$ cat src/rtl/meas_sup_pkg.sv
package meas_sup_pkg;
   typedef enum logic [1:0] {ST_MON, ST_BLANK, ST_FRST, ST_PCYC} sup_state_e;
   localparam int STAT_W     = 5;
   localparam int SB_MISM    = 0;
   localparam int SB_STEP_A  = 1;
   localparam int SB_STEP_B  = 2;
   localparam int SB_FRST    = 3;
   localparam int SB_PCYC    = 4;
endpackage

$ cat src/rtl/meas_sup_chan.sv
module meas_sup_chan #(
   parameter int SMP_W = 16
) (
   input  logic             clk,
   input  logic             rst_n,
   input  logic             flush_i,
   input  logic             vld_i,
   input  logic [SMP_W-1:0] smp_i,
   input  logic             take_i,
   input  logic [SMP_W-1:0] max_step_i,
   output logic             fresh_o,
   output logic [SMP_W-1:0] cur_o,
   output logic             step_bad_o
);
   logic [SMP_W-1:0] cur_q, prev_q;
   logic             fresh_q, prev_ok_q;
   logic [SMP_W:0]   diff, mag;

   always_ff @(posedge clk) begin
      if (!rst_n || flush_i) begin
         cur_q     <= '0;
         prev_q    <= '0;
         fresh_q   <= 1'b0;
         prev_ok_q <= 1'b0;
      end else begin
         if (vld_i) begin
            cur_q   <= smp_i;
            fresh_q <= 1'b1;
         end else if (take_i) begin
            fresh_q <= 1'b0;
         end
         if (take_i) begin
            prev_q    <= cur_q;
            prev_ok_q <= 1'b1;
         end
      end
   end

   always_comb begin
      diff = {cur_q[SMP_W-1], cur_q} - {prev_q[SMP_W-1], prev_q};
      mag  = diff[SMP_W] ? (~diff + {{SMP_W{1'b0}}, 1'b1}) : diff;
   end

   assign step_bad_o = prev_ok_q && (mag > {1'b0, max_step_i});
   assign fresh_o    = fresh_q;
   assign cur_o      = cur_q;
endmodule

$ cat src/rtl/meas_sup_seq.sv
module meas_sup_seq
   import meas_sup_pkg::*;
#(
   parameter int DAC_W    = 16,
   parameter int CNT_W    = 8,
   parameter int RST_CYC  = 100000,
   parameter int PCYC_CYC = 100000
) (
   input  logic              clk,
   input  logic              rst_n,
   input  logic              pair_i,
   input  logic              mism_i,
   input  logic              step_a_i,
   input  logic              step_b_i,
   input  logic [CNT_W-1:0]  consec_n_i,
   input  logic [CNT_W-1:0]  esc_win_i,
   input  logic [CNT_W-1:0]  blank_n_i,
   input  logic [DAC_W-1:0]  dac_i,
   output logic              filt_rst_o,
   output logic              pwr_en_o,
   output logic              flush_o,
   output logic [DAC_W-1:0]  dac_o,
   output logic [STAT_W-1:0] status_o
);
   localparam int TMR_MAX = (RST_CYC > PCYC_CYC) ? RST_CYC : PCYC_CYC;
   localparam int TMR_W   = $clog2(TMR_MAX + 1);

   sup_state_e        state_q;
   logic [TMR_W-1:0]  tmr_q;
   logic [CNT_W-1:0]  consec_q, blank_q, esc_q;
   logic [DAC_W-1:0]  held_q;
   logic [STAT_W-1:0] stat_q;
   logic              viol, trip;
   logic [CNT_W:0]    consec_nxt;

   assign viol       = mism_i | step_a_i | step_b_i;
   assign consec_nxt = {1'b0, consec_q} + {{CNT_W{1'b0}}, 1'b1};
   assign trip       = consec_nxt >= {1'b0, consec_n_i};

   always_ff @(posedge clk) begin
      if (!rst_n) begin
         state_q  <= ST_MON;
         tmr_q    <= '0;
         consec_q <= '0;
         blank_q  <= '0;
         esc_q    <= '0;
         held_q   <= '0;
         stat_q   <= '0;
      end else begin
         case (state_q)
            ST_MON: if (pair_i) begin
               if (esc_q != '0) esc_q <= esc_q - CNT_W'(1);
               if (!viol) begin
                  consec_q <= '0;
               end else if (!trip) begin
                  consec_q <= consec_nxt[CNT_W-1:0];
               end else begin
                  consec_q          <= '0;
                  stat_q[SB_MISM]   <= stat_q[SB_MISM]   | mism_i;
                  stat_q[SB_STEP_A] <= stat_q[SB_STEP_A] | step_a_i;
                  stat_q[SB_STEP_B] <= stat_q[SB_STEP_B] | step_b_i;
                  if (esc_q != '0) begin
                     state_q         <= ST_PCYC;
                     tmr_q           <= TMR_W'(PCYC_CYC - 1);
                     stat_q[SB_PCYC] <= 1'b1;
                     esc_q           <= '0;
                  end else begin
                     state_q         <= ST_FRST;
                     tmr_q           <= TMR_W'(RST_CYC - 1);
                     stat_q[SB_FRST] <= 1'b1;
                     held_q          <= dac_i;
                  end
               end
            end
            ST_BLANK: if (pair_i) begin
               if (esc_q != '0) esc_q <= esc_q - CNT_W'(1);
               blank_q <= blank_q - CNT_W'(1);
               if (blank_q == CNT_W'(1)) state_q <= ST_MON;
            end
            default: begin
               if (tmr_q == '0) begin
                  esc_q    <= (state_q == ST_FRST) ? esc_win_i : '0;
                  blank_q  <= blank_n_i;
                  consec_q <= '0;
                  state_q  <= (blank_n_i == '0) ? ST_MON : ST_BLANK;
               end else begin
                  tmr_q <= tmr_q - TMR_W'(1);
               end
            end
         endcase
      end
   end

   assign filt_rst_o = (state_q == ST_FRST);
   assign pwr_en_o   = (state_q != ST_PCYC);
   assign flush_o    = (state_q == ST_FRST) || (state_q == ST_PCYC);
   assign dac_o      = (state_q == ST_FRST) ? held_q :
                       (state_q == ST_PCYC) ? '0 : dac_i;
   assign status_o   = stat_q;
endmodule

$ cat src/rtl/meas_sup_top.sv
module meas_sup_top
   import meas_sup_pkg::*;
#(
   parameter int SMP_W    = 16,
   parameter int DAC_W    = 16,
   parameter int CNT_W    = 8,
   parameter int RST_CYC  = 100000,
   parameter int PCYC_CYC = 100000
) (
   input  logic              clk,
   input  logic              rst_n,
   input  logic              a_vld_i,
   input  logic [SMP_W-1:0]  a_smp_i,
   input  logic              b_vld_i,
   input  logic [SMP_W-1:0]  b_smp_i,
   input  logic [SMP_W-1:0]  tol_i,
   input  logic [SMP_W-1:0]  max_step_i,
   input  logic [CNT_W-1:0]  consec_n_i,
   input  logic [CNT_W-1:0]  esc_win_i,
   input  logic [CNT_W-1:0]  blank_n_i,
   input  logic [DAC_W-1:0]  dac_i,
   output logic              filt_rst_o,
   output logic              pwr_en_o,
   output logic [DAC_W-1:0]  dac_o,
   output logic [4:0]        status_o
);
   localparam int NCH = 2;

   if (SMP_W < 2)     begin : g_bad_smp   $error("SMP_W must be at least 2");   end
   if (DAC_W < 1)     begin : g_bad_dac   $error("DAC_W must be at least 1");   end
   if (CNT_W < 1)     begin : g_bad_cnt   $error("CNT_W must be at least 1");   end
   if (RST_CYC < 1)   begin : g_bad_rst   $error("RST_CYC must be positive");   end
   if (PCYC_CYC < 1)  begin : g_bad_pcyc  $error("PCYC_CYC must be positive");  end

   logic [NCH-1:0]   vld, fresh, step_bad;
   logic [SMP_W-1:0] smp [NCH];
   logic [SMP_W-1:0] cur [NCH];
   logic             pair, flush, mism;
   logic [SMP_W:0]   ab_diff, ab_mag;

   assign vld    = {b_vld_i, a_vld_i};
   assign smp[0] = a_smp_i;
   assign smp[1] = b_smp_i;
   assign pair   = &fresh;

   for (genvar c = 0; c < NCH; c++) begin : g_ch
      meas_sup_chan #(.SMP_W(SMP_W)) chan_i (
         .clk        (clk),
         .rst_n      (rst_n),
         .flush_i    (flush),
         .vld_i      (vld[c]),
         .smp_i      (smp[c]),
         .take_i     (pair),
         .max_step_i (max_step_i),
         .fresh_o    (fresh[c]),
         .cur_o      (cur[c]),
         .step_bad_o (step_bad[c])
      );
   end

   always_comb begin
      ab_diff = {cur[0][SMP_W-1], cur[0]} - {cur[1][SMP_W-1], cur[1]};
      ab_mag  = ab_diff[SMP_W] ? (~ab_diff + {{SMP_W{1'b0}}, 1'b1}) : ab_diff;
   end
   assign mism = ab_mag > {1'b0, tol_i};

   meas_sup_seq #(
      .DAC_W    (DAC_W),
      .CNT_W    (CNT_W),
      .RST_CYC  (RST_CYC),
      .PCYC_CYC (PCYC_CYC)
   ) seq_i (
      .clk        (clk),
      .rst_n      (rst_n),
      .pair_i     (pair),
      .mism_i     (mism),
      .step_a_i   (step_bad[0]),
      .step_b_i   (step_bad[1]),
      .consec_n_i (consec_n_i),
      .esc_win_i  (esc_win_i),
      .blank_n_i  (blank_n_i),
      .dac_i      (dac_i),
      .filt_rst_o (filt_rst_o),
      .pwr_en_o   (pwr_en_o),
      .flush_o    (flush),
      .dac_o      (dac_o),
      .status_o   (status_o)
   );
endmodule

$ cat config.mk
export PLATFORM = sky130hd
export DESIGN_NAME = meas_sup_top
export DESIGN_NICKNAME = d
export VERILOG_FILES = /design/src/rtl/meas_sup_pkg.sv /design/src/rtl/meas_sup_chan.sv /design/src/rtl/meas_sup_seq.sv /design/src/rtl/meas_sup_top.sv
export SDC_FILE = /design/constraint.sdc
export NUM_CORES = 1
export LEC_CHECK = 0
export BUFFER_PORTS_ARGS = -buffer_cell sky130_fd_sc_hd__buf_2
export CAP_MARGIN = 5
export CORE_ASPECT_RATIO = 0.9
export CORE_MARGIN = 8
export CORE_UTILIZATION = 54
export DETAILED_ROUTE_END_ITERATION = 16
export HOLD_SLACK_MARGIN = 0.03
export PLACE_DENSITY = 0.8
export RECOVER_POWER = 100
export SLEW_MARGIN = 15
export SYNTH_ARGS = -nofsm -noshare
export SYNTH_HDL_FRONTEND = slang
export SYNTH_SLANG_ARGS = --single-unit
$ cat constraint.sdc
create_clock -name clk -period 5.6 [get_ports clk]
set_input_delay 0.56 -clock clk [delete_from_list [all_inputs] [get_ports clk]]
set_output_delay 0.56 -clock clk [all_outputs]
set_load 0.03 [all_outputs]
==> results of run 1 <==
-- final cells by class --
class | count | area, sq um | area share (%)
Tap cell | 255 | 319 | 2.54
Multi-Input combinational cell | 1130 | 7800 | 62.1
Inverter | 120 | 450 | 3.59
Clock buffer | 17 | 425 | 3.39
Timing Repair Buffer | 152 | 793 | 6.32
Clock inverter | 14 | 144 | 1.15
Sequential cell | 131 | 2620 | 20.9
-- flip-flops by register name, indices dropped and copies added, names as in the netlist --
register	flops
g_ch.chan_i.cur_o	32
seq_i.status_o	5
g_ch.chan_i.fresh_o	2
seq_i.blank_q	8
seq_i.esc_q	8
seq_i.tmr_q	17
seq_i.consec_q	8
g_ch.chan_i.prev_q	32
g_ch.chan_i.prev_ok_q	1
seq_i.state_q	2
seq_i.held_q	16
-- power breakdown --
| group | switching (mW) | leakage, nW | total, mW | internal (mW) |
|---|---|---|---|---|
| Sequential | 0.0289 | 1.06 | 0.983 | 0.954 |
| Combinational | 0.818 | 4.10 | 1.40 | 0.587 |
| Clock | 0.462 | 0.273 | 1.08 | 0.623 |
| Total | 1.31 | 5.44 | 3.47 | 2.16 |
-- through the flow --
step                      TNS [ps]  hold slack (ps)  worst slack (ps)
after floorplan                  0              435               344
after global placement           0              442               113
after detailed placement     -25.4              447             -12.8
after CTS                        0              356              49.6
after global routing          -131              365             -24.0
final                            0              366               213
-- layout by cell type (no fill, tap or decap), types with 4 or more instances in the layout --
cell type,instances
o22ai_1,8
nor2b_1,27
a31o_2,15
inv_6,5
nand3_1,25
nor4_1,14
ha_1,113
a21o_1,18
a211oi_1,13
or3_1,9
o21ai_0,55
clkbuf_16,17
o21bai_1,5
buf_4,19
nand4_1,25
and2_1,15
nand2_1,165
o211ai_1,14
nand2b_1,13
a31oi_1,10
buf_2,108
or4_1,6
inv_1,118
nand3b_1,6
mux2i_1,51
clkbuf_1,24
a22oi_1,6
a221oi_1,5
or2_2,7
a21oi_1,126
nor3_1,25
xor2_1,40
o31ai_1,4
and3_1,8
xnor2_1,51
dfxtp_1,131
o21a_1,14
nor2_1,142
o211a_1,12
o41ai_1,4
-- how the worst max path moves through the flow --
stage               slack [ps]              end  cells past startpoint
floorplan                  340   seq_i.tmr_q[0]                     20
global placement           110   seq_i.tmr_q[1]                     23
detailed placement         -10   seq_i.tmr_q[6]                     23
CTS                         50  seq_i.held_q[7]                     24
global route               -20   seq_i.esc_q[3]                     22
finish                     210  seq_i.held_q[9]                     24
-- cells by family (layout without fill, tap and decap cells) --
group,after synthesis,count (layout)
flip-flops,131,131
buffers and inverters,176,303
multiplexers,53,53
AO/OA/AOI/OAI,360,360
XOR/XNOR,92,92
adder cells (fa/ha/maj),116,116
AND/OR/NAND/NOR,508,509
-- tightest hold or removal path, cell delays in order --
cell and delay [ps]:
buf_2 70, mux2i_1 50, nor2_1 70
-- routing by layer --
metal	global-route usage [%]	wire length (um)	vias to the layer above	part of all wire, %
met5	0	22	-	0.075
met4	6.75	454	4	1.6
met3	4.30	1940	43	6.7
met2	34.1	12600	371	43
met1	31.9	14200	4898	49
li1	-	-	5323	-
-- what timing repair did --
item                       CTS  global route
gates resized for setup      1            23
setup buffers                1             0
hold buffers                 0             0
cloned                       0             2
setup endpoints to repair   33            53
pin swaps                    1             5
==> flow_summary.json, run 1 <==
{
  "ios": 131,
  "drv_slew": 124,
  "critPathCaptureType": "flop",
  "start_util_pct": 55.1,
  "hold_class": "primary input to flop",
  "cp_slowest_cell": "or4_1",
  "skew_ps": 14.2,
  "synth_top_area_share_pct": 23.8,
  "drcViolationCount": 0,
  "syn_nets": 1660,
  "required_ps": 5960,
  "dieHeight_um": 151,
  "numCtsBuffers": 17,
  "grt_first_pass_wirelength_mm": 47.9,
  "placed_area_sq_mm": 0.0119,
  "path_buf_inv": 4,
  "first_pass_iters": 5,
  "synth_ff_type": "dfxtp_1",
  "reg2reg_slack_ps": 210,
  "synth_edf_count": 0,
  "yosys-top-cells-area": "dfxtp_1, ha_1, a21oi_1",
  "synthTopCellsByCount": "nand2_1, nor2_1, dfxtp_1",
  "stdcell_count": 1819,
  "dp_hpwl_mm": 22.3,
  "cp_max_fo": 8,
  "timing.rr.start": "g_ch[0].chan_i.cur_o[0]",
  "outcome": "finished, violations left",
  "synth.most_common_cell": "nand2_1",
  "ys_types": 85,
  "cts_tree": "done",
  "cts-htree-levels": 4,
  "min_to": "g_ch[0].chan_i.cur_o[11]",
  "startpoint": "g_ch[0].chan_i.cur_o[0]",
  "cap_viol_max_count": 2,
  "viasPerCell": 5.85,
  "stdcell_area_sq_mm": 0.0126,
  "yosysWarnings": 0,
  "io_buffers": 130,
  "vias": 10600,
  "core_sq_mm": 0.0200,
  "diodes": 0,
  "power_per_cell_area_mw_per_mm2": 276,
  "ys_async_sr_fraction_pct": 0,
  "cpPeakStageDelay_ps": 510,
  "crit_family": "simple AND/OR/NAND/NOR gates",
  "synth_seq_cells": 131,
  "violations": "capacitance limit, slew limit",
  "clock-sinks": 131,
  "relSlewSlack_pct": -93.6,
  "start_kind": "flop",
  "fillerInstances": 1764,
  "regToRegEndpoint": "seq_i.held_q[9]",
  "clk_latency_ps": 430,
  "critPathArrivalTime_ps": 5740,
  "antenna_left": 0,
  "synth_compound_area_share_pct": 22.3,
  "setup_viol": 0,
  "antenna_found_initial": 2,
  "p_leak_nw": 5.44,
  "dp.cells": 1785,
  "syn_inst": 1436,
  "fin_crit_sh_pct": 96.2,
  "clock-root-buffer": "clkbuf_16",
  "seq_area_frac_synth_pct": 23.8,
  "syn_to_final_growth_pct": 14.1,
  "grt_max_degree": 68,
  "dr.first_iter.drc_count": 834,
  "crit_type": "flop to flop",
  "tightest_slew_ps": 2900,
  "nets": 1776,
  "synth_top_family_by_area": "compound AO/OA/AOI/OAI gates",
  "die_x_um": 167,
  "synth-simple-area-share_pct": 22.0,
  "synth-xor-area-share_pct": 7.32,
  "grt_pass1_vias": 9912,
  "cp_cell_sequence": "inv_1 -> ha_1 -> inv_1 -> fa_2 -> a211oi_4 -> nor2_1 -> xor2_1 -> nor4b_2 -> buf_4 -> nand4_1 -> or4_1 -> nand2_1 -> xnor2_1 -> ha_1 -> nand4_1 -> or3_1 -> a21oi_1 -> nor4_1 -> nor3_1 -> a41o_2 -> o311ai_4 -> buf_12 -> nor2_4 -> mux2i_1",
  "syn_avg_cell_area_sq_um": 7.67,
  "drt-wirelength-per-cell_um": 16.0,
  "clk_pin_slew_worst_paths_ps": 60,
  "reg2reg_depth": 24,
  "yosys.area.top_type": "dfxtp_1",
  "timing_hold_violations_final": 0,
  "synth_fa_ha_area_share_pct": 13.4,
  "drive_above_1_share_pct": 14.1,
  "whs_path_depth": 3,
  "ir_drop_v": 0.000250,
  "grt_overflow": 0,
  "die_area_sq_mm": 0.0252,
  "clockBufferDepth": 2,
  "syn_area_sq_mm": 0.0110,
  "min_from": "a_smp_i[11]",
  "track_usage_pct": 22.5,
  "routabilityCongestion": 0.970,
  "utilization_pct": 62.8,
  "fp-row-count": 49,
  "p_total_mw": 3.47,
  "wl_mm": 29.2,
  "synthMuxAreaShare_pct": 4.84,
  "finalCriticalPeriod_ps": 5390,
  "clock.fmax_mhz": 186
}
Power figures use the tool's default switching activity.
==> run 2, diff against run 1 <==
Settings changed: BUFFER_PORTS_ARGS -buffer_cell sky130_fd_sc_hd__buf_2 to not set, CORE_UTILIZATION 54 to 59, DONT_BUFFER_PORTS set to 1, PLACE_DENSITY 0.8 to 0.78, REMOVE_ABC_BUFFERS set to 1.
==> run 2 against run 1 <==
The flow still finishes with violations (capacitance limit, slew limit). Maximum frequency shrank 1.6%. Power shrank 1.9%. Register-to-register slack lost 90 ps. First-iteration DRC count shrank 4.4%. Combinational power is essentially flat. Clock-buffer cell count is the same. Core utilization grew 2.3 points. Routed wire length shrank 2.5%. Via count shrank 4.8%. Clock power is essentially flat. Sequential power is essentially flat. Cell area shrank 4.9%. Largest power group unchanged. Highest routed layer is now met4.
==> flow_summary.json, run 2 (same netlist as run 1, synthesis figures left out) <==
{
  "dr.first_iter.drc_count": 797,
  "start_kind": "flop",
  "grt_overflow": 0,
  "final_cell_mix": "nand2_1, nor2_1, dfxtp_1",
  "clock-sinks": 131,
  "finalCriticalPeriod_ps": 5470,
  "min_to": "seq_i.consec_q[6]",
  "reg2reg_depth": 23,
  "nets": 1652,
  "grt_pass1_vias": 9429,
  "switching_share_pct": 38.2,
  "fin_crit_sh_pct": 97.7,
  "ios": 131,
  "crit_type": "flop to flop",
  "violations": "capacitance limit, slew limit",
  "switchingPower_mw": 1.30,
  "whs_path_depth": 1,
  "clk_pin_slew_worst_paths_ps": 60,
  "tightest_slew_ps": 3010,
  "min_from": "rst_n",
  "critPathCaptureType": "flop",
  "regToRegEndpoint": "seq_i.status_o[3]",
  "p_total_mw": 3.41,
  "diodes": 0,
  "clock.fmax_mhz": 183,
  "relSlewSlack_pct": -101,
  "clock-root-buffer": "clkbuf_16",
  "cp_max_fo": 8,
  "fp-row-count": 47,
  "numCtsBuffers": 17,
  "required_ps": 5930,
  "dp_hpwl_mm": 21.1,
  "drt-wirelength-per-cell_um": 16.9,
  "syn_to_final_growth_pct": 8.53,
  "drcViolationCount": 0,
  "cap_viol_max_count": 2,
  "skew_ps": 10.8,
  "viasPerCell": 6.01,
  "hold_slack_ps": 263,
  "wl_mm": 28.4,
  "timing_hold_violations_final": 0,
  "antenna_left": 0,
  "reg2reg_slack_ps": 130,
  "grt_first_pass_wirelength_mm": 46.0,
  "die_area_sq_mm": 0.0233,
  "cts_tree": "done",
  "clk_latency_ps": 430,
  "clockBufferDepth": 2,
  "die_x_um": 160,
  "dieHeight_um": 146,
  "cts-htree-levels": 4,
  "drv_slew": 124,
  "routabilityCongestion": 0.944,
  "pwr-share-comb_pct": 40.4,
  "first_pass_iters": 5,
  "utilization_pct": 65.1,
  "antenna_found_initial": 0,
  "critPathArrivalTime_ps": 5800,
  "track_usage_pct": 23.3,
  "hold_class": "primary input to flop",
  "vias": 10100,
  "power.share.clock_pct": 30.8,
  "start_util_pct": 60.0,
  "grt_max_degree": 68,
  "tns_ps": 0,
  "final_common_cell": "nand2_1",
  "io_buffers": 0,
  "setup_viol": 0,
  "power_per_cell_area_mw_per_mm2": 285,
  "p_leak_nw": 5.01,
  "core_sq_mm": 0.0183,
  "timing.rr.start": "g_ch[1].chan_i.cur_o[0]",
  "seq_power_share_pct": 28.8,
  "p_int_mw": 2.11,
  "ir_drop_v": 0.000241,
  "drive_above_1_share_pct": 7.43,
  "outcome": "finished, violations left"
}
[run 2: layer usage]
metal	wire length, um	vias to the layer above	global-route usage, %
li1	-	5062	-
met1	13600	4746	31.8
met2	12500	273	36.2
met3	1690	44	4.50
met4	573	0	7.52
met5	0	-	0
[run 2: critical path, stage by stage, from the launching register on]
cell	delay (ps)
dfxtp_1	400
ha_4	160
inv_1	60
fa_2	410
a211oi_4	340
o31ai_4	150
xor2_2	200
nor4b_2	280
buf_4	180
nand4_1	120
or4_4	560
nand2_2	90
xnor2_1	70
ha_1	340
a211oi_1	200
o21ai_0	120
o221a_2	260
nor4_2	200
nor3_1	80
a41o_2	330
o311ai_4	330
buf_6	200
nor2_4	90
o21a_1	180
[run 2: layout make-up]
type	instances	area [sq um]
multi-input cells	1130	7810
clock buffers	17	425
clock inverters	15	125
flip-flops and latches	131	2630
well taps	245	307
fillers	1626	6400
repair buffers	28	206
inverters	120	450
[run 2: power groups by stage]
stage               clock [mW]  sequential [mW]  combinational, mW
floorplan                    0            0.991               1.01
global placement             0            0.999               1.26
detailed placement           0             1.00               1.29
CTS                       1.06            0.980               1.30
global route              1.10            0.983               1.53
finish                    1.05            0.981               1.38
[run 2: worst max path at each step]
stage	startpoint	endpoint	slack (ps)	cells after the start
4_1_cts	g_ch[0].chan_i.cur_o[0]	seq_i.held_q[5]	80	24
5_1_grt	g_ch[1].chan_i.cur_o[0]	seq_i.tmr_q[3]	-100	23
3_3_place_gp	g_ch[0].chan_i.cur_o[0]	seq_i.status_o[3]	110	23
2_1_floorplan	g_ch[0].chan_i.cur_o[0]	seq_i.esc_q[3]	10	20
3_5_place_dp	g_ch[0].chan_i.cur_o[0]	seq_i.tmr_q[14]	-70	23
6_report	g_ch[1].chan_i.cur_o[0]	seq_i.status_o[3]	130	23
[run 2: what timing repair did]
| action | in CTS | in global routing |
|---|---|---|
| hold buffers | 0 | 0 |
| endpoints found under the setup margin | 29 | 53 |
| setup buffers | 3 | 4 |
| pin swaps | 1 | 14 |
| gates cloned | 1 | 0 |
| gates resized for setup | 1 | 27 |
[run 2: stage by stage]
step	area [sq um]	setup slack [ps]	std cells
6_report	12000	127	1686
5_1_grt	12000	-98.2	1686
4_1_cts	11800	77.5	1682
3_5_place_dp	11200	-70.2	1646
3_3_place_gp	11200	110	1646
2_1_floorplan	10800	10.0	1380
